--- src/rtl/pwr_seq_pkg.sv ---
package pwr_seq_pkg;
  typedef enum logic [1:0] {
    PS_FULL  = 2'b00,
    PS_DOZE  = 2'b01,
    PS_NAP   = 2'b10,
    PS_SLEEP = 2'b11
  } pwr_state_e;

  // Deepest requested mode wins: sleep, then nap, then doze.
  function automatic pwr_state_e pick_target(input logic d, input logic n, input logic s);
    if (s)      return PS_SLEEP;
    else if (n) return PS_NAP;
    else if (d) return PS_DOZE;
    else        return PS_FULL;
  endfunction
endpackage

--- src/rtl/pwr_wake_qual.sv ---
module pwr_wake_qual
  import pwr_seq_pkg::*;
(
  input  pwr_state_e state,
  input  logic       ext_irq,
  input  logic       sys_mgmt_irq,
  input  logic       dec_irq,
  input  logic       mach_chk,
  input  logic       pll_lock,
  output logic       wake_ok
);
  logic common_src;
  assign common_src = ext_irq | sys_mgmt_irq | mach_chk;

  always_comb begin
    unique case (state)
      PS_DOZE, PS_NAP: wake_ok = common_src | dec_irq;
      PS_SLEEP:        wake_ok = common_src & pll_lock;
      default:         wake_ok = 1'b0;
    endcase
  end
endmodule

--- src/rtl/pwr_state_fsm.sv ---
module pwr_state_fsm
  import pwr_seq_pkg::*;
#(
  parameter int WAKE_CYC = 4
) (
  input  logic       clk,
  input  logic       rst,
  input  logic       pm_en,
  input  logic       mode_doze,
  input  logic       mode_nap,
  input  logic       mode_sleep,
  input  logic       enter_req,
  input  logic       force_full,
  input  logic       wake_ok,
  output pwr_state_e state_q,
  output pwr_state_e state_nxt,
  output logic       waking_o
);
  localparam int CNT_W = (WAKE_CYC > 2) ? $clog2(WAKE_CYC) : 1;
  localparam logic [CNT_W-1:0] CNT_LOAD = CNT_W'(WAKE_CYC - 1);

  logic             waking_q, waking_nxt;
  logic [CNT_W-1:0] cnt_q, cnt_nxt;
  logic             any_mode;

  assign any_mode = mode_doze | mode_nap | mode_sleep;

  always_comb begin
    state_nxt  = state_q;
    waking_nxt = waking_q;
    cnt_nxt    = cnt_q;
    if (force_full) begin
      state_nxt  = PS_FULL;
      waking_nxt = 1'b0;
      cnt_nxt    = '0;
    end else if (waking_q) begin
      if (cnt_q == '0) begin
        state_nxt  = PS_FULL;
        waking_nxt = 1'b0;
      end else begin
        cnt_nxt = cnt_q - 1'b1;
      end
    end else if (state_q == PS_FULL) begin
      if (enter_req && pm_en && any_mode)
        state_nxt = pick_target(mode_doze, mode_nap, mode_sleep);
    end else if (wake_ok) begin
      waking_nxt = 1'b1;
      cnt_nxt    = CNT_LOAD;
    end
  end

  always_ff @(posedge clk) begin
    if (rst) begin
      state_q  <= PS_FULL;
      waking_q <= 1'b0;
      cnt_q    <= '0;
    end else begin
      state_q  <= state_nxt;
      waking_q <= waking_nxt;
      cnt_q    <= cnt_nxt;
    end
  end

  assign waking_o = waking_q;


  force_full_chk: assert property (@(posedge clk) disable iff (rst)
    force_full |=> state_q == PS_FULL);


  full_stay_chk: assert property (@(posedge clk) disable iff (rst)
    (state_q == PS_FULL && !(enter_req && pm_en)) |=> state_q == PS_FULL);


  wake_end_chk: assert property (@(posedge clk) disable iff (rst)
    (waking_q && cnt_q == '0) |=> state_q == PS_FULL);


  low_hold_chk: assert property (@(posedge clk) disable iff (rst)
    (state_q != PS_FULL) |=> (state_q == PS_FULL || state_q == $past(state_q)));
endmodule

--- src/rtl/pwr_enable_map.sv ---
module pwr_enable_map
  import pwr_seq_pkg::*;
#(
  parameter int NUM_UNITS = 4
) (
  input  logic                 clk,
  input  logic                 rst,
  input  pwr_state_e           state_nxt,
  input  logic                 dpm_en,
  input  logic [NUM_UNITS-1:0] unit_busy,
  output logic [NUM_UNITS-1:0] unit_en,
  output logic                 snoop_en,
  output logic                 timer_en,
  output logic                 pll_hold
);
  logic run_full;
  assign run_full = (state_nxt == PS_FULL);

  for (genvar u = 0; u < NUM_UNITS; u++) begin : g_unit
    always_ff @(posedge clk) begin
      if (rst) unit_en[u] <= 1'b1;
      else     unit_en[u] <= run_full & (unit_busy[u] | ~dpm_en);
    end
  end

  always_ff @(posedge clk) begin
    if (rst) begin
      snoop_en <= 1'b1;
      timer_en <= 1'b1;
      pll_hold <= 1'b1;
    end else begin
      snoop_en <= (state_nxt == PS_FULL) || (state_nxt == PS_DOZE);
      timer_en <= (state_nxt != PS_SLEEP);
      pll_hold <= (state_nxt != PS_SLEEP);
    end
  end
endmodule

--- src/rtl/pwr_state_seq.sv ---
module pwr_state_seq
  import pwr_seq_pkg::*;
#(
  parameter int NUM_UNITS = 4,
  parameter int WAKE_CYC  = 4
) (
  input  logic                 clk,
  input  logic                 rst,
  input  logic                 pm_en,
  input  logic                 mode_doze,
  input  logic                 mode_nap,
  input  logic                 mode_sleep,
  input  logic                 enter_req,
  input  logic                 dpm_en,
  input  logic [NUM_UNITS-1:0] unit_busy,
  input  logic                 ext_irq,
  input  logic                 sys_mgmt_irq,
  input  logic                 dec_irq,
  input  logic                 mach_chk,
  input  logic                 hard_rst_req,
  input  logic                 soft_rst_req,
  input  logic                 pll_lock,
  output logic [1:0]           state_o,
  output logic [NUM_UNITS-1:0] unit_en,
  output logic                 snoop_en,
  output logic                 timer_en,
  output logic                 pll_hold
);
  pwr_state_e state_q, state_nxt;
  logic       wake_ok, waking;

  pwr_wake_qual u_qual (
    .state(state_q), .ext_irq(ext_irq), .sys_mgmt_irq(sys_mgmt_irq),
    .dec_irq(dec_irq), .mach_chk(mach_chk), .pll_lock(pll_lock),
    .wake_ok(wake_ok)
  );

  pwr_state_fsm #(.WAKE_CYC(WAKE_CYC)) u_fsm (
    .clk(clk), .rst(rst), .pm_en(pm_en), .mode_doze(mode_doze),
    .mode_nap(mode_nap), .mode_sleep(mode_sleep), .enter_req(enter_req),
    .force_full(hard_rst_req | soft_rst_req), .wake_ok(wake_ok),
    .state_q(state_q), .state_nxt(state_nxt), .waking_o(waking)
  );

  pwr_enable_map #(.NUM_UNITS(NUM_UNITS)) u_map (
    .clk(clk), .rst(rst), .state_nxt(state_nxt), .dpm_en(dpm_en),
    .unit_busy(unit_busy), .unit_en(unit_en), .snoop_en(snoop_en),
    .timer_en(timer_en), .pll_hold(pll_hold)
  );

  assign state_o = state_q;


  doze_gate_chk: assert property (@(posedge clk) disable iff (rst)
    (state_q == PS_DOZE) |-> (unit_en == '0 && snoop_en && timer_en && pll_hold));


  nap_gate_chk: assert property (@(posedge clk) disable iff (rst)
    (state_q == PS_NAP) |-> (unit_en == '0 && !snoop_en && timer_en && pll_hold));


  sleep_gate_chk: assert property (@(posedge clk) disable iff (rst)
    (state_q == PS_SLEEP) |-> (unit_en == '0 && !snoop_en && !timer_en && !pll_hold));


  sleep_lock_chk: assert property (@(posedge clk) disable iff (rst)
    (state_q == PS_SLEEP && !waking && !pll_lock && !hard_rst_req && !soft_rst_req)
      |=> state_q == PS_SLEEP);
endmodule

--- config.mk ---
export PLATFORM = sky130hd
export DESIGN_NAME = pwr_state_seq
export DESIGN_NICKNAME = d
export VERILOG_FILES = /design/src/rtl/pwr_seq_pkg.sv /design/src/rtl/pwr_wake_qual.sv /design/src/rtl/pwr_state_fsm.sv /design/src/rtl/pwr_enable_map.sv /design/src/rtl/pwr_state_seq.sv
export SDC_FILE = /design/constraint.sdc
export NUM_CORES = 1
export LEC_CHECK = 0
export ABC_AREA = 1
export BUFFER_PORTS_ARGS = -buffer_cell sky130_fd_sc_hd__buf_4
export CORE_UTILIZATION = 40
export DETAILED_ROUTE_END_ITERATION = 7
export HOLD_SLACK_MARGIN = 0.06
export PLACE_DENSITY = 0.71
export SLEW_MARGIN = 30
export SYNTH_ARGS = -nofsm -noshare
export SYNTH_HDL_FRONTEND = slang
export SYNTH_SLANG_ARGS = --single-unit
--- constraint.sdc ---
create_clock -name clk -period 2.9 [get_ports clk]
set_input_delay 0.145 -clock clk [delete_from_list [all_inputs] [get_ports clk]]
set_output_delay 0.145 -clock clk [all_outputs]
set_load 0.01 [all_outputs]
# Word level (Yosys, flattened, before mapping)
# Cells that the tools add are included.
[totals]
output_inout_bits = 9
word_cells = 60
ff_bits = 11
[classes]
add_sub_neg = 1
n_eq_ne = 7
n_mux = 17
bitwise = 16
reduce_logical = 10
[ops]
columns = ["cell", "count"]
rows = [
  ["$mux W2", 11],
  ["$or A1 B1 Y1", 10],
  ["$logic_not A2 Y1", 3],
  ["$and A1 B1 Y1", 5],
  ["$mux W1", 5],
  ["$eq A2 B1 Y1 const B", 2],
  ["$eq A2 B2 Y1 const B", 2],
  ["$ne A2 B2 Y1 const B", 2],
  ["$reduce_or A2 Y1", 2],
  ["$reduce_and A3 Y1", 1],
  ["$logic_and A1 B1 Y1", 2],
  ["$ne A2 B1 Y1 const B", 1],
  ["$pmux W1 S2", 1],
  ["$reduce_bool A2 Y1", 1],
  ["$sub A2 B1 Y2 const B", 1],
  ["$logic_or A1 B1 Y1", 1],
  ["$not A1 Y1", 1],
]

# Logic depth before layout (Yosys ltp)
# Gate-level depths: netlist (run 1).
[depth]
ltp_word = 9
ltp_mapped = 10
mapped_depth_nobuf = 10

# Hierarchy
# From an unflattened synthesis (run 1), not the netlist that was laid out.
[hier_totals]
cells_unflattened = 96
area_unflattened_um2 = 593.1
[by_module_without_submodules]
columns = ["module", "cells_per_inst", "area_per_inst_um2", "instances"]
rows = [
  ["pwr_state_fsm", 50, 297.8, 1],
  ["pwr_enable_map", 27, 206.4, 1],
  ["pwr_wake_qual", 16, 77.6, 1],
  ["pwr_state_seq", 3, 11.3, 1],
]

# Least setup slack after synthesis (run 1)
# Ideal clock, no wire load.
[synth_timing]
kind = "register to register"
from = "register u_fsm.state_q[0]"
to = "register u_map.timer_en"
required_ps = 2785
stages_incl_launch_ff = 11
setup_time_ps = 115
synth_period_minus_slack_ps = 1367
path_slack_ps = 1533
arrival_time_ps = 1251
path_cell_list = "dfxtp_1 inv_1 ha_1 inv_1 nor2_2 nand2_1 nand2_1 nand3_2 nand3_2 nor2_4 nand2_1"
[synth_via]
elab_chain_cells = 5
elab_cells_between_ends = 7
classes_between = "eq/ne (1); mux (5); reduce/logical (1)"
[synth_lines]
columns = ["item", "line_no", "source"]
rows = [
  ["start: declaration", "pwr_state_fsm.sv:15", "output pwr_state_e state_q,"],
  ["start signal: assignment", "pwr_state_fsm.sv:58", "state_q <= state_nxt;"],
  ["$mux W2 / $logic_not A2 Y1 (equally long branches)", "pwr_state_fsm.sv:44, pwr_state_fsm.sv:43", ""],
  ["$mux W2", "pwr_state_fsm.sv:43", "end else if (state_q == PS_FULL) begin"],
  ["$mux W2 (*)", "pwr_state_fsm.sv:36", "end else if (waking_q) begin"],
  ["$mux W2 (*)", "pwr_state_fsm.sv:32", "if (force_full) begin"],
  ["$ne A2 B2 Y1 (*)", "pwr_enable_map.sv:33", "timer_en <= (state_nxt != PS_SLEEP);"],
  ["end signal: assignment", "pwr_enable_map.sv:33", ""],
  ["end: declaration", "pwr_enable_map.sv:13", "output logic timer_en,"],
]
# Every way passes the cells marked *; elsewhere a longest branch is shown, timed or not.
# A chain may end at the register's enable or synchronous reset.

# Worst setup path in the final report (run 1)
# Same ends and word-level chain as after synthesis.

==> metrics, run 1 <==
setup_tns=0 ps; cts hold-fix bufs=0; Final #Nets=138; first-pass detailed-route iteration total=4; Synth area leader=dfxtp_1; CTS tree=yes; largest net degree at the start of global routing=8; Antenna Violating Nets Remaining=0; Area Overhead vs Synth=40.8%; DP Worst Slack=1460 ps; startpoint class of the critical path=flip-flop; critical path arrival=1590 ps; overall routed net length=1160 um; Initial Util=44.2%; crit path time final=1440 ps; vias in the first global route=529; setup repair bufs after CTS=0; share of the yosys chip area belonging to registers=37.4%; CTS root buffer=clkbuf_4; DIE WIDTH=40.4 um; critical path class=reg -> reg; CTS max path bufs=2; static leakage=0.463 nW; clock sink count=11; Mean Syn Cell Area=7.02 um2; # DRC=0; layout cells sized above 1=32.5%; vias after detailed routing=577; H-tree lvl count=1; outcome=finished clean; design area=830 um2; Final Max Slew Viols=0; Post-Syn Area=589 um2; GR peak layer=met2; RSZ-0062 raised after global routing=no; GR Util met2=31.0%; Critical Path RT=3060 ps; grt met1 use=19.1%; clk_lat worst skew=260 ps; most common cell after layout, fill and taps aside=buf_4; # diodes=0; Final Cycle Share=49.5%; syn nets=107; Crit Path Max Fanout=5; Setup crit start=u_fsm.state_q[0]$_SDFF_PP0_; Yosys Warn Count=0; Hold Vio Cnt, Final=0; First DRT Iteration DRCs=10; Unique masters post-synth=17; Final Worst Setup Slack=1460 ps; PortBufs=27; Routed WL per cell=8.96 um; fmax=697 MHz; Setup Skew=5.68 ps; total congestion overflow=0; maximum vdd drop=0.000306 V; dominant cells by area after synthesis=dfxtp_1 37%, nand2_1 13%, inv_1 11%, ha_1 8.5%, nand3_1 6.8%; Reg-to-Reg Start=u_fsm.state_q[0]$_SDFF_PP0_; met3 Use GR=5.56%; worst slew pin tran=286 ps; Placer Congestion=0.702; DIE AREA=0.00163 mm2; Max-Cap Viols=0; fill cell count=137; most frequent cells in the layout=27 x buf_4, 21 x nand2_1, 18 x inv_1, 11 x dfxtp_1, 8 x nand3_1; Row Count=13; Core ar.=0.00133 mm2; worst min-delay path startpoint=rst; Post-DP Area=803 um2; Clk pin slew, worst setup/hold paths=70 ps; share of the synthesized area in the top cell type=37.4%; Hold Crit Class=in -> reg; final setup vio count=0; CP endpoint kind=flip-flop; Power Dens Cells=370 mW/mm2; Via-to-Cell Ratio=4.47; dpl hpwl=1000 um; post-CTS sizing=0; gr usage total=17.3%; Die H=40.4 um; Post-Synthesis Cells=84; number of buffers created by CTS=3; Yosys reg bits=11; initial antenna violation count=0; Ports=28; PnR Total Power=0.307 mW; Max-slew headroom=80.9%; first-pass GRT wire length=1860 um
worst max-delay path, stage by stage, from the launching register on:
cell	delay, ps
dfxtp_1	380
inv_1	90
ha_1	230
inv_1	70
nor2_2	40
nand2_1	80
nand2_1	60
nand3_2	60
nand3_2	120
nor2_4	130
nand2_1	60
registers in the layout, indices dropped and copies added, names as in the netlist:
register,count
u_fsm.waking_o,1
u_map.unit_en,4
u_fsm.state_q,2
u_map.snoop_en,1
u_map.timer_en,1
u_fsm.cnt_q,2
Yosys cell counts (all sizes together):
| master | number |
|---|---|
| nand2 | 24 |
| inv | 18 |
| dfxtp | 11 |
| nand3 | 10 |
| nor2 | 7 |
| ha | 4 |
| a21oi | 2 |
| a31oi | 2 |
| nor3 | 2 |
| o21ai | 2 |
| buf | 1 |
| o211ai | 1 |
final timing paths:
| kind | slack (ps) | end | cells after the start |
|---|---|---|---|
| setup reg to reg | 1460 | u_map.timer_en$_SDFF_PP1_ | 10 |
| hold / removal | 80 | u_fsm.state_q[1]$_SDFF_PP0_ | 2 |
| setup / recovery | 1460 | u_map.timer_en$_SDFF_PP1_ | 10 |
| hold reg to reg | 530 | u_fsm.cnt_q[0]$_SDFFE_PP0P_ | 3 |
layout make-up:
cell class                 count  area (um2)  share of cell area (%)
clock buffer                   4        26.3                    3.17
sequential                    11         220                    26.5
inverter                      18        67.6                    8.14
multi-input combinational     54         294                    35.4
tap                           15        18.8                    2.26
timing repair buffer          27         203                    24.4
stage by stage:
step	instances	util, %	hold slack (ps)
after CTS	129	62.2	70.5
final	129	62.2	75.4
after floorplan	84	-	217
after global routing	129	62.2	65.1
after detailed placement	125	60.2	347
after global placement	125	60.2	348
report_power, final:
part	total (mW)	internal (mW)	switching (mW)
logic	0.0499	0.0283	0.0216
clock network	0.101	0.0531	0.0474
registers	0.156	0.155	0.00123
total	0.307	0.236	0.0703
per-layer routing:
metal	share of wire (%)	routed length, um
met5	0	0
met1	44	506
met2	50	577
met3	6.2	72
met4	0	0
logic make-up (layout without fill, tap and decap cells):
family / Yosys count / count (layout) / share of synthesized area, %
flip-flops: 11 / 11 / 37.4
AO/OA/AOI/OAI: 7 / 7 / 6.79
AND/OR/NAND/NOR: 43 / 43 / 34.6
adder cells (fa/ha/maj): 4 / 4 / 8.49
buffers and inverters: 19 / 49 / 12.7
No activity file was read; power rests on OpenSTA's default activity.
==> run 2: changes to the inputs <==
- CORE_UTILIZATION: 40 -> 39
- PLACE_DENSITY: 0.71 -> 0.72
- clock period: 2.9 -> 1.2 ns (I/O delays scaled with it)
==> run 2 against run 1 <==
The flow now finishes with violations (negative setup slack). Sequential cell count unchanged. Setup slack got worse by 1600 ps. First-iteration DRC count decreased by 50%. Clock skew decreased by 3.3 ps. Fmax increased by 12%. Final cell count increased by 6.2%. Clock power increased by 140%. Utilization increased by 11 points. Total power increased by 150%. Sequential power increased by 140%. Largest power group unchanged.
==> metrics, run 2 (synthesis results as in run 1) <==
outcome=finished with violations (was finished clean); failing checks=negative setup slack; RSZ-0062 raised after global routing=yes (was no); Clk pin slew, worst setup/hold paths=70 ps (about the same); Worst R2R Path Depth=10 (unchanged); design area=985 um2 (was 830 um2); DIE AREA=0.00167 mm2 (was 0.00163 mm2); vias in the first global route=504 (was 529); Initial Util=43.7% (was 44.2%); final setup vio count=9 (was 0); initial antenna violation count=0 (unchanged); critical path class=reg -> reg (unchanged); delay-heaviest family, CP=simple AND/OR/NAND/NOR gates (unchanged); PortBufs=27 (unchanged); max reg flops=4 (unchanged); Final Max Slew Viols=0 (unchanged); most frequent cells in the layout=34 x buf_4, 19 x nand2_1, 13 x inv_1, 8 x dfxtp_1, 7 x nand3_2 (was 27 x buf_4, 21 x nand2_1, 18 x inv_1, 11 x dfxtp_1, 8 x nand3_1); most common cell after layout, fill and taps aside=buf_4 (unchanged); gr usage total=16.2% (was 17.3%); Setup Skew=2.40 ps (was 5.68 ps); startpoint class of the critical path=flip-flop (unchanged); Placer Congestion=0.674 (was 0.702); hold path endpoint=u_map.unit_en[2]$_SDFF_PP1_ (was u_fsm.state_q[1]$_SDFF_PP0_); biggest regs=u_map.unit_en: 4 flops, u_fsm.cnt_q: 2 flops, u_fsm.state_q: 2 flops (unchanged); first-pass GRT wire length=1790 um (was 1860 um); CP endpoint kind=flip-flop (unchanged); Final Worst Setup Slack=-85.4 ps (was 1460 ps); Hold WS=98.0 ps (was 75.4 ps); Crit Path Max Fanout=5 (unchanged); dpl hpwl=1010 um (was 1000 um); clock sink count=11 (unchanged); area taken by multi-input logic gates=373 um2 (was 294 um2); PnR Total Power=0.763 mW (was 0.307 mW); Hold Crit Class=in -> reg (unchanged); highest-delay cell along the critical path=dfxtp_4 (was dfxtp_1); Post-DP Area=881 um2 (was 803 um2); Critical Path RT=1350 ps (was 3060 ps); Row Count=13 (unchanged); Biggest register=u_map.unit_en (unchanged); Reg-to-Reg Start=u_fsm.state_q[0]$_SDFF_PP0_ (unchanged); vias after detailed routing=630 (was 577); overall routed net length=1340 um (was 1160 um); Antenna Violating Nets Remaining=0 (unchanged); Worst Hold Path Cells=5 (was 2); maximum vdd drop=0.000645 V (was 0.000306 V); Hold Vio Cnt, Final=0 (unchanged); crit path cell chain=inv_4 -> ha_4 -> inv_2 -> nor2_4 -> nand2_2 -> nand2_2 -> nand3_2 -> nand3_4 -> nor2_4 -> nand2_1 (was inv_1 -> ha_1 -> inv_1 -> nor2_2 -> nand2_1 -> nand2_1 -> nand3_2 -> nand3_2 -> nor2_4 -> nand2_1); FF/Latch Area=229 um2 (was 220 um2); DIE WIDTH=40.9 um (was 40.4 um); R2R setup slack=-90 ps (was 1460 ps); critical path arrival=1440 ps (was 1590 ps); worst slew pin tran=441 ps (was 286 ps); Power Dens Cells=775 mW/mm2 (was 370 mW/mm2); crit path time final=1290 ps (was 1440 ps); number of buffers created by CTS=3 (unchanged); Max-Cap Viols=0 (unchanged); static leakage=0.531 nW (was 0.463 nW); clk_lat worst skew=260 ps (about the same); # diodes=0 (unchanged); Max-slew headroom=70.5% (was 80.9%); Final Cycle Share=107% (was 49.5%); CTS root buffer=clkbuf_4 (unchanged); Area Overhead vs Synth=67.1% (was 40.8%); Worst path max stage delay=370 ps (was 380 ps); CP Buf/Inv Count=2 (unchanged); largest net degree at the start of global routing=8 (unchanged); CTS max path bufs=2 (unchanged); # DRC=0 (unchanged); worst min-delay path startpoint=unit_busy[2] (was rst); total congestion overflow=0 (unchanged); layout cells sized above 1=54.1% (was 32.5%); Core ar.=0.00135 mm2 (was 0.00133 mm2); fill cell count=116 (was 137); Ports=28 (unchanged); first-pass detailed-route iteration total=2 (was 4); Routed WL per cell=9.77 um (was 8.96 um); Final #Nets=146 (was 138); CTS tree=yes (unchanged); H-tree lvl count=1 (unchanged); Via-to-Cell Ratio=4.60 (was 4.47); Critical R2R Capture=u_map.timer_en$_SDFF_PP1_ (unchanged); First DRT Iteration DRCs=5 (was 10); fmax=778 MHz (was 697 MHz); Die H=40.9 um (was 40.4 um)
==> run 2: changes by cell type in the layout (fill, tap and decap cells not counted), moves of 3 or more <==
cell | before | now
ha_1 | 4 | 1
inv_2 | 0 | 3
inv_1 | 18 | 13
buf_4 | 27 | 34
dfxtp_1 | 11 | 8
nand3_2 | 2 | 7
nand3_1 | 8 | 2
==> run 2: area by class of cell <==
class                      count  area share (%)
tap                           15            1.91
multi-input combinational     54            37.9
clock buffer                   4            2.67
sequential                    11            23.3
inverter                      18            7.37
timing repair buffer          35            26.9
==> run 2: how the worst max path moves through the flow <==
| stage | startpoint | to | slack [ps] | cells after the start |
|---|---|---|---|---|
| 3_5_place_dp | u_fsm.state_q[0]$_SDFF_PP0_ | u_map.timer_en$_SDFF_PP1_ | -80 | 9 |
| 4_1_cts | u_fsm.state_q[0]$_SDFF_PP0_ | u_map.timer_en$_SDFF_PP1_ | -50 | 10 |
| 6_report | u_fsm.state_q[0]$_SDFF_PP0_ | u_map.timer_en$_SDFF_PP1_ | -90 | 10 |
| 5_1_grt | u_fsm.state_q[1]$_SDFF_PP0_ | u_map.timer_en$_SDFF_PP1_ | -160 | 10 |
| 3_3_place_gp | u_fsm.state_q[0]$_SDFF_PP0_ | u_map.timer_en$_SDFF_PP1_ | -70 | 9 |
| 2_1_floorplan | u_fsm.state_q[0]$_SDFF_PP0_ | u_map.timer_en$_SDFF_PP1_ | -3 | 10 |
==> run 2: metal layers <==
layer	share of wire [%]	track usage (%)
met1	41	17.5
met2	53	28.9
met3	4.9	5.98
met4	1.0	5.00
met5	0	0
==> run 2: worst register-to-register path: stages (launching register included) <==
cell and delay, ps:
dfxtp_4 370, inv_4 50, ha_4 160, inv_2 60
nor2_4 40, nand2_2 80, nand2_2 60, nand3_2 80
nand3_4 110, nor2_4 130, nand2_1 50
==> run 2: report_power, final <==
part,switching (mW),leakage (nW),internal (mW)
Sequential,0.00355,0.0918,0.371
Combinational,0.0662,0.425,0.0827
Clock,0.111,0.0150,0.128
==> run 2: per-stage QoR <==
stage	TNS [ps]	setup slack (ps)	utilization, %	std cells
2_1_floorplan	-2.58	-2.58	-	84
3_3_place_gp	-240	-69.8	65.2	131
3_5_place_dp	-395	-76.3	65.2	131
4_1_cts	-259	-47.6	68.6	136
5_1_grt	-1280	-162	72.9	137
6_report	-404	-85.4	72.9	137
==> run 2: what timing repair did <==
item                       in CTS  in global routing
hold buffers                    1                  0
setup buffers                   0                  1
hold endpoints to repair        4                  0
setup endpoints to repair       9                 11
resized for setup               3                 14
pin swaps                       2                 10
==> run 3: changes to the inputs <==
- GPL_ROUTABILITY_DRIVEN: unset -> 0
- RECOVER_POWER: unset -> 50
==> run 3 against run 2 <==
Combinational power decreased by 3%. Fmax is essentially flat. Total power shrank 0.74%. Highest routed layer unchanged. The run still ends with negative setup slack left. Global-route usage did not move. Largest cell class unchanged. Clock power about the same.
==> metrics, run 3 (synthesis results as in run 1) <==
# DRC=0 (unchanged); Worst R2R Path Depth=10 (unchanged); Internal Power=0.577 mW (was 0.582 mW); initial antenna violation count=0 (unchanged); max reg flops=4 (unchanged); layout cells sized above 1=50.8% (was 54.1%); most frequent cells in the layout=30 x buf_4, 19 x nand2_1, 13 x inv_1, 8 x dfxtp_1, 7 x nand3_2 (was 34 x buf_4, 19 x nand2_1, 13 x inv_1, 8 x dfxtp_1, 7 x nand3_2); CTS tree=yes (unchanged); Final #Nets=146 (unchanged); DIE AREA=0.00167 mm2 (unchanged); Worst Hold Path Cells=5 (unchanged); outcome=finished with violations (unchanged); Max-Cap Viols=0 (unchanged); Critical Path RT=1350 ps (about the same); critical path arrival=1440 ps (about the same); H-tree lvl count=1 (unchanged); Setup Skew=2.65 ps (was 2.40 ps); Biggest register=u_map.unit_en (unchanged); Max-slew headroom=70.5% (unchanged); Crit Path Max Fanout=5 (unchanged); First DRT Iteration DRCs=4 (was 5); PnR Total Power=0.757 mW (was 0.763 mW); final setup vio count=9 (unchanged); worst slew pin tran=441 ps (unchanged); sequential power share=49.4% (was 49.1%); Final Cycle Share=107% (about the same); Final Max Slew Viols=0 (unchanged); Antenna Violating Nets Remaining=0 (unchanged); first-pass GRT wire length=1790 um (unchanged); Initial Util=43.7% (unchanged); Logic pwr share=19.0% (was 19.5%); crit path time final=1290 ps (about the same); PortBufs=27 (unchanged); clk_lat worst skew=260 ps (about the same); Via-to-Cell Ratio=4.60 (unchanged); Die H=40.9 um (unchanged); Finished Layout Cells=137 (unchanged); design area=970 um2 (was 985 um2); fill cell count=120 (was 116); Ports=28 (unchanged); number of buffers created by CTS=3 (unchanged); largest net degree at the start of global routing=8 (unchanged); vias after detailed routing=630 (unchanged); first-pass detailed-route iteration total=2 (unchanged); Power Dens Cells=781 mW/mm2 (was 775 mW/mm2); clock sink count=11 (unchanged); Row Count=13 (unchanged); most common cell after layout, fill and taps aside=buf_4 (unchanged); Clock Power Share=31.6% (was 31.4%); # diodes=0 (unchanged); startpoint class of the critical path=flip-flop (unchanged); CTS root buffer=clkbuf_4 (unchanged); vias in the first global route=504 (unchanged); Final Worst Setup Slack=-85.3 ps (was -85.4 ps); Clk pin slew, worst setup/hold paths=70 ps (about the same); Post-Place Cells=131 (unchanged); Hold Vio Cnt, Final=0 (unchanged); Area Overhead vs Synth=64.5% (was 67.1%); Hold Crit Class=in -> reg (unchanged); Sw Share=23.9% (was 23.7%); CP endpoint kind=flip-flop (unchanged); failing checks=negative setup slack (unchanged); total congestion overflow=0 (unchanged); Routed WL per cell=9.75 um (was 9.77 um); gr usage total=16.2% (unchanged); overall routed net length=1340 um (about the same); critical path class=reg -> reg (unchanged); Post-DP Area=881 um2 (unchanged); setup_tns=-402 ps (was -404 ps); CTS max path bufs=2 (unchanged); DIE WIDTH=40.9 um (unchanged); dpl hpwl=1010 um (unchanged); static leakage=0.519 nW (was 0.531 nW); Core ar.=0.00135 mm2 (unchanged); R2R setup slack=-90 ps (about the same); biggest regs=u_map.unit_en: 4 flops, u_fsm.cnt_q: 2 flops, u_fsm.state_q: 2 flops (unchanged); maximum vdd drop=0.000645 V (about the same); fmax=778 MHz (about the same); RSZ-0062 raised after global routing=yes (unchanged); Final Util=71.8% (was 72.9%); Net Switching=0.181 mW (about the same)
run 3: cell count changes in the layout (fill, tap and decap cells not counted):
cell / change
buf_4: -4
clkbuf_1: +4
run 3: metrics by stage:
stage	hold slack, ps	setup slack [ps]
after CTS	91.2	-47.6
after detailed placement	243	-76.3
after global routing	89.9	-162
after floorplan	117	-2.58
final	98.0	-85.3
after global placement	246	-69.8
run 3: layout make-up:
type / instances / area (um2) / share of cell area (%)
Inverter: 18 / 72.6 / 7.48
Timing Repair Buffer: 35 / 250 / 25.8
Sequential cell: 11 / 229 / 23.6
Clock buffer: 4 / 26.3 / 2.71
Multi-Input combinational cell: 54 / 373 / 38.5
Tap cell: 15 / 18.8 / 1.94
run 3: what timing repair did:
action,in CTS,in global routing
buffers inserted,0,1
endpoints found under the hold margin,4,0
hold buffers,1,0
resized for setup,3,14
endpoints found under the setup margin,9,11
pin swaps,2,10
run 3: path summary, 6_finish.rpt:
path / end / startpoint
setup / recovery: u_map.timer_en$_SDFF_PP1_ / u_fsm.state_q[0]$_SDFF_PP0_
hold / removal: u_map.unit_en[2]$_SDFF_PP1_ / unit_busy[2]
setup reg to reg: u_map.timer_en$_SDFF_PP1_ / u_fsm.state_q[0]$_SDFF_PP0_
hold reg to reg: u_fsm.cnt_q[0]$_SDFFE_PP0P_ / u_fsm.cnt_q[0]$_SDFFE_PP0P_
run 3: power groups by stage:
stage / logic, mW / registers [mW] / clock network, mW
4_1_cts: 0.135 / 0.374 / 0.249
3_3_place_gp: 0.128 / 0.383 / 0
6_report: 0.144 / 0.374 / 0.239
5_1_grt: 0.159 / 0.376 / 0.280
3_5_place_dp: 0.131 / 0.383 / 0
2_1_floorplan: 0.0482 / 0.388 / 0
run 3: critical path, cell delays in order (launching register included):
cell and delay, ps:
dfxtp_4 370, inv_4 50, ha_4 160, inv_2 60
nor2_4 40, nand2_2 80, nand2_2 60, nand3_2 80
nand3_4 110, nor2_4 130, nand2_1 50
run 3: metal layers:
| metal | part of all wire (%) | up-vias | track usage, % |
|---|---|---|---|
| met5 | 0 | - | 0 |
| met4 | 1.0 | 0 | 5.00 |
| met3 | 4.9 | 2 | 5.98 |
| met2 | 53 | 17 | 28.9 |
| met1 | 41 | 274 | 17.5 |
| li1 | - | 337 | - |
